==> config.mk <==
export PLATFORM = sky130hd
export DESIGN_NAME = serial_bitstream_rom
export DESIGN_NICKNAME = d
export VERILOG_FILES = /design/src/rtl/sbr_pkg.sv /design/src/rtl/sbr_addr_ctr.sv /design/src/rtl/sbr_cell_array.sv /design/src/rtl/sbr_out_ctl.sv /design/src/rtl/serial_bitstream_rom.sv
export SDC_FILE = /design/constraint.sdc
export NUM_CORES = 1
export LEC_CHECK = 0
export CORE_MARGIN = 3
export CORE_UTILIZATION = 54
export DETAILED_ROUTE_END_ITERATION = 12
export PLACE_DENSITY = 0.74
export RECOVER_POWER = 50
export SYNTH_ARGS = -nofsm -noshare
export SYNTH_HDL_FRONTEND = slang
export SYNTH_HIERARCHICAL = 1
export SYNTH_SLANG_ARGS = --single-unit
==> constraint.sdc <==
create_clock -name clk_i -period 2.52 [get_ports clk_i]
set_input_delay 0.504 -clock clk_i [delete_from_list [all_inputs] [get_ports clk_i]]
set_output_delay 0.504 -clock clk_i [all_outputs]
set_load 0.03 [all_outputs]
==> src/rtl/sbr_pkg.sv <==
package sbr_pkg;
  typedef enum logic {
    POL_LOW  = 1'b0,
    POL_HIGH = 1'b1
  } pol_e;
endpackage

==> src/rtl/sbr_addr_ctr.sv <==
module sbr_addr_ctr #(
  parameter int TC_BITS = 64,
  parameter int CNT_W   = $clog2(TC_BITS + 1)
) (
  input  logic             clk_i,
  input  logic             rst_ni,
  input  logic             clr_i,
  input  logic             en_i,
  output logic [CNT_W-1:0] cnt_o,
  output logic             done_o
);
  localparam logic [CNT_W-1:0] TC_VAL = CNT_W'(TC_BITS);

  logic [CNT_W-1:0] cnt_q;

  assign done_o = (cnt_q == TC_VAL);
  assign cnt_o  = cnt_q;

  always_ff @(posedge clk_i or negedge rst_ni) begin
    if (!rst_ni) begin
      cnt_q <= '0;
    end else if (clr_i) begin
      cnt_q <= '0;
    end else if (en_i && !done_o) begin
      cnt_q <= cnt_q + 1'b1;
    end
  end
endmodule

==> src/rtl/sbr_cell_array.sv <==
module sbr_cell_array #(
  parameter int WORD_W = 8,
  parameter int DEPTH  = 8,
  parameter int CNT_W  = 7,
  localparam int AW    = $clog2(DEPTH),
  localparam int BW    = $clog2(WORD_W)
) (
  input  logic              clk_i,
  input  logic              wr_en_i,
  input  logic [AW-1:0]     wr_addr_i,
  input  logic [WORD_W-1:0] wr_data_i,
  input  logic [CNT_W-1:0]  cnt_i,
  output logic              bit_o
);
  logic [WORD_W-1:0] mem_q [DEPTH];
  logic [AW-1:0]     word_sel;
  logic [BW-1:0]     bit_sel;
  logic [WORD_W-1:0] word_rd;

  always_ff @(posedge clk_i) begin
    if (wr_en_i) mem_q[wr_addr_i] <= wr_data_i;
  end

  // upper counter bits pick the word, lower bits the bit (LSB first)
  assign word_sel = AW'(cnt_i >> BW);
  assign bit_sel  = BW'(cnt_i);
  assign word_rd  = mem_q[word_sel];
  assign bit_o    = word_rd[bit_sel];
endmodule

==> src/rtl/sbr_out_ctl.sv <==
module sbr_out_ctl #(
  parameter sbr_pkg::pol_e RST_POL = sbr_pkg::POL_LOW
) (
  input  logic rst_oe_i,
  input  logic ce_ni,
  input  logic done_i,
  input  logic bit_i,
  output logic rst_act_o,
  output logic data_o,
  output logic data_oe_o,
  output logic ceo_no
);
  generate
    if (RST_POL == sbr_pkg::POL_HIGH) begin : g_pol_high
      assign rst_act_o = rst_oe_i;
    end else begin : g_pol_low
      assign rst_act_o = ~rst_oe_i;
    end
  endgenerate

  assign data_oe_o = ~ce_ni & ~rst_act_o & ~done_i;
  assign data_o    = data_oe_o & bit_i;
  assign ceo_no    = ~(done_i & ~ce_ni);
endmodule

==> src/rtl/serial_bitstream_rom.sv <==
module serial_bitstream_rom #(
  parameter int            WORD_W  = 8,
  parameter int            DEPTH   = 8,
  parameter int            TC_BITS = WORD_W * DEPTH,
  parameter sbr_pkg::pol_e RST_POL = sbr_pkg::POL_LOW,
  localparam int           AW      = $clog2(DEPTH),
  localparam int           CNT_W   = $clog2(TC_BITS + 1)
) (
  input  logic              clk_i,
  input  logic              rst_ni,
  input  logic              ce_ni,
  input  logic              rst_oe_i,
  input  logic              wr_en_i,
  input  logic [AW-1:0]     wr_addr_i,
  input  logic [WORD_W-1:0] wr_data_i,
  output logic              data_o,
  output logic              data_oe_o,
  output logic              ceo_no
);
  logic [CNT_W-1:0] cnt_q;
  logic             done;
  logic             rst_act;
  logic             rd_bit;

  sbr_out_ctl #(.RST_POL(RST_POL)) u_out (
    .rst_oe_i (rst_oe_i),
    .ce_ni    (ce_ni),
    .done_i   (done),
    .bit_i    (rd_bit),
    .rst_act_o(rst_act),
    .data_o   (data_o),
    .data_oe_o(data_oe_o),
    .ceo_no   (ceo_no)
  );

  sbr_addr_ctr #(.TC_BITS(TC_BITS), .CNT_W(CNT_W)) u_ctr (
    .clk_i (clk_i),
    .rst_ni(rst_ni),
    .clr_i (rst_act),
    .en_i  (~ce_ni),
    .cnt_o (cnt_q),
    .done_o(done)
  );

  sbr_cell_array #(.WORD_W(WORD_W), .DEPTH(DEPTH), .CNT_W(CNT_W)) u_mem (
    .clk_i    (clk_i),
    .wr_en_i  (wr_en_i),
    .wr_addr_i(wr_addr_i),
    .wr_data_i(wr_data_i),
    .cnt_i    (cnt_q),
    .bit_o    (rd_bit)
  );
endmodule

==> summary.md <==
| Metric | Value |
|---|---|
| Final Routed Wirelength | 6620 microns |
| Number of nets in the layout | 260 |
| Kind of end point of the critical path | primary output |
| Number of antenna-violating nets in the routed design | 0 |
| Synth Area in Compound Gates | 0.0458 |
| Die H | 80.9 microns |
| CTS tree | built |
| Launching element type of the critical path | flip-flop |
| Post-layout util | 0.726 |
| Final number of hold-violating endpoints | 0 |
| Part of the power in combinational logic | 0.059 |
| Period utilisation layout | 1.16 |
| Clk Latency, worst-skew pair | ~340 ps |
| Maximum number of pins on one net before global-route repair | 14 |
| Drc violations | 0 |
| Fraction of layout cells with a size suffix above 1 | 0.320 |
| Worst flop-to-flop path startpoint | u_ctr/cnt_o[3] |
| Slew Limit Headroom | 0.759 |
| Primary FF master, synth | sky130_fd_sc_hd__edfxtp_1 |
| Max Cap Viol | 0 |
| Clock Skew | 7.74 ps |
| Final Max Tran Viols | 0 |
| Share of the synthesized area in the top cell type | 0.634 |
| Area of the mapped netlist | between 3000 and 4000 sq um |
| Overflow after GRT | 0 |
| Net count of the mapped netlist | between 200 and 250 |
| Launch point of the critical path | u_ctr/cnt_o[3] |
| Adder-cell share of the synthesized area | 0.00825 |
| Placeable core area | 5270 sq um |
| Clock period minus final worst setup slack | roughly 2900 ps |
| Clock Sinks | between 70 and 80 |
| Final setup violation count | 1 |
| Number of synthesized flops with an enable pin | 64 |
| Worst path required time | 2020 ps |
| Largest driver fanout on the critical path | 13 |
| Avg Inst Size Synth | 16.4 sq um |
| Top-Level Pins | 19 |
| Root cell of the clock tree | sky130_fd_sc_hd__clkbuf_8 |
| Share of synthesized registers carrying an async set or reset | 0.0986 |
| Area after DPL | 3530 sq um |
| Overall die area | 6550 sq um |
| Fillcell total | 333 |
| Arrival time worst endpoint | ~2400 ps |
| Number of optimization iterations in the first detailed-route pass | 5 |
| Leakage | 1.32 nW |
| Clk pin slew, worst setup/hold paths | 80 ps |
| Post-route cell area | 3820 sq um |
| Post-layout worst setup margin | -415 ps |
| Average wire per standard cell | about 21 microns |
| Number of buffers added by the clock tree synthesis step | 9 |
| Detail Placement HPWL | about 4400 microns |
| Horizontal die dimension | between 80 and 90 microns |
| Maximum vdd ir drop | a little under 500 uV |
| Synthesized instance count | ~190 |
| Multiplexer share of the synthesized area | 0.117 |
| Main combinational cell family by area after synthesis | multiplexers |
| Count leader, synth | sky130_fd_sc_hd__edfxtp_1 |
| Highest clock rate | 0.341 GHz |
| Input/output buffers | 18 |
| Violations in the final reports | setup timing |
| Max H-tree Level | 3 |
| Global-route wire length before repair | between 10000 and 15000 microns |
| Simple-gate share of the synthesized area | 0.108 |
| Status | finished with violations |
| Xor and xnor area share after synthesis | 0.00578 |
| Total track usage | 0.224 |
| Count of warnings emitted by yosys | 6 |
| Clock Tree Buf Depth | 2 |
| Library cell with the largest summed area after synthesis | sky130_fd_sc_hd__edfxtp_1 |
| Initial core utilization | 0.575 |
| Distinct cell type count after synthesis | 44 |
| Via count of the first global-routing pass | 2005 |
| Cell internal power dissipation | around 2 mW |
| Via count | 1938 |
| Power share of the clock group | 0.422 |
| Biggest area contributors in the synthesized netlist | sky130_fd_sc_hd__edfxtp_1, sky130_fd_sc_hd__mux4_2, sky130_fd_sc_hd__dfrtp_1, sky130_fd_sc_hd__mux2i_1, sky130_fd_sc_hd__nor2_1 |
| Part of the Yosys area used for sequential elements | 0.691 |
| Top cell types by occurrence after synthesis | sky130_fd_sc_hd__edfxtp_1, sky130_fd_sc_hd__nor2_1, sky130_fd_sc_hd__mux4_2 |
| Unrepaired setup endpoints after global routing | yes |
| Total net switching power | ~0.52 mW |
| DR iter-0 viols | roughly 180 |
| Classification of the worst setup path | reg -> out |
| Initial antenna violation count | 0 |
| Switching Share | 0.203 |
| Average via count per standard cell | ~6.1 |
| Relative area change from synthesis to final layout | 26.1% |
| Std cell rows | 26 |
| Power Dens Cells | ~670 nW/um^2 |
| Type of the most critical hold path | in -> async |
| Final RePlAce weighted congestion | 0.757 |
| Register share of total power | 0.519 |
| Synthesized flop and latch total | between 70 and 80 |
| Worst-margin pin slew | 361 ps |
| Antenna diodes | 0 |
==> power groups by stage <==
stage	Sequential, mW	Clock (mW)	Combinational, mW
after floorplan	1.36	0	0.0618
after global placement	1.36	0	0.138
after detailed placement	1.36	0	0.148
after CTS	1.33	1.11	0.151
after global routing	1.34	1.16	0.165
final	1.34	1.09	0.152
==> per-layer routing <==
metal | global-route usage | up-vias | wire length, microns
li1 | - | 853 | -
met1 | 0.259 | 993 | 2460
met2 | 0.390 | 82 | 3570
met3 | 0.0632 | 10 | 435
met4 | 0.0980 | 0 | 143
met5 | 0 | - | 0
==> layout by cell type (no fill, tap or decap), types with 3 or more instances in the layout <==
| cell type | instances |
|---|---|
| sky130_fd_sc_hd__nand4_1 | 5 |
| sky130_fd_sc_hd__nor2b_2 | 3 |
| sky130_fd_sc_hd__edfxtp_1 | 64 |
| sky130_fd_sc_hd__a21oi_1 | 3 |
| sky130_fd_sc_hd__or3_1 | 3 |
| sky130_fd_sc_hd__clkbuf_8 | 9 |
| sky130_fd_sc_hd__nor2_1 | 13 |
| sky130_fd_sc_hd__bufinv_16 | 3 |
| sky130_fd_sc_hd__mux4_2 | 12 |
| sky130_fd_sc_hd__inv_1 | 8 |
| sky130_fd_sc_hd__mux2i_1 | 5 |
| sky130_fd_sc_hd__mux2_2 | 3 |
| sky130_fd_sc_hd__buf_4 | 35 |
| sky130_fd_sc_hd__dlygate4sd3_1 | 9 |
| sky130_fd_sc_hd__nand2b_1 | 5 |
| sky130_fd_sc_hd__nand2_1 | 6 |
| sky130_fd_sc_hd__nor3_1 | 4 |
| sky130_fd_sc_hd__dfrtp_1 | 6 |
| sky130_fd_sc_hd__clkdlybuf4s50_1 | 6 |
| sky130_fd_sc_hd__nand3_1 | 4 |
==> metrics by stage <==
step | setup TNS [ps] | std cells | setup WS, ps | hold WS [ps] | power (mW)
floorplan | 0 | 185 | 71.5 | 208 | 1.42
global placement | -445 | 300 | -445 | 585 | 1.50
detailed placement | -563 | 300 | -541 | 604 | 1.51
CTS | -411 | 317 | -411 | 434 | 2.59
global route | -597 | 317 | -542 | 502 | 2.66
finish | -415 | 317 | -415 | 505 | 2.57
==> area by class of cell <==
class	instances	area, sq um	share of cell area
Inverter	8	30.0	0.00785
Timing Repair Buffer	53	458	0.120
Sequential cell	71	2100	0.549
Tap cell	70	87.6	0.0229
Clock buffer	9	124	0.0324
Clock inverter	7	120	0.0314
Multi-Input combinational cell	99	906	0.237
==> cell families after synthesis <==
| logic type | after synthesis |
|---|---|
| xor+xnor | 2 |
| simple gates | 56 |
| buf+inv | 15 |
| mux | 20 |
| fa+ha+maj | 2 |
| flops | 71 |
| compound gates | 19 |
==> worst paths after layout <==
check / depth (start not counted) / to / slack, ps
min in group clk_i: 2 / u_ctr/cnt_o[6] / 630
setup / recovery: 8 / data_o / -410
hold reg to reg: 2 / u_ctr/cnt_o[6] / 630
hold / removal: 1 / u_ctr/cnt_o[0] / 510
setup reg to reg: 6 / u_ctr/cnt_o[0] / 560
max in group asynchronous: 1 / u_ctr/cnt_o[1] / 1730
==> sequential cells by signal, indices dropped and copies added, names as in the netlist <==
register	flops
u_mem/mem_q	64
u_ctr/cnt_o	7
==> repair_timing <==
item	in CTS	in global routing
gates resized for setup	16	6
setup endpoints to repair	3	3
hold buffers	0	0
setup buffers	1	0
==> critical path, stage by stage, from the launching register on <==
cell and delay, ps:
sky130_fd_sc_hd__dfrtp_1 390, sky130_fd_sc_hd__buf_12 170, sky130_fd_sc_hd__mux4_2 550, sky130_fd_sc_hd__nand4_1 130
sky130_fd_sc_hd__nand2_1 70, sky130_fd_sc_hd__nor4_2 290, sky130_fd_sc_hd__a211oi_1 90, sky130_fd_sc_hd__and4bb_2 240
sky130_fd_sc_hd__buf_4 160
No activity file was read; power rests on OpenSTA's default activity.
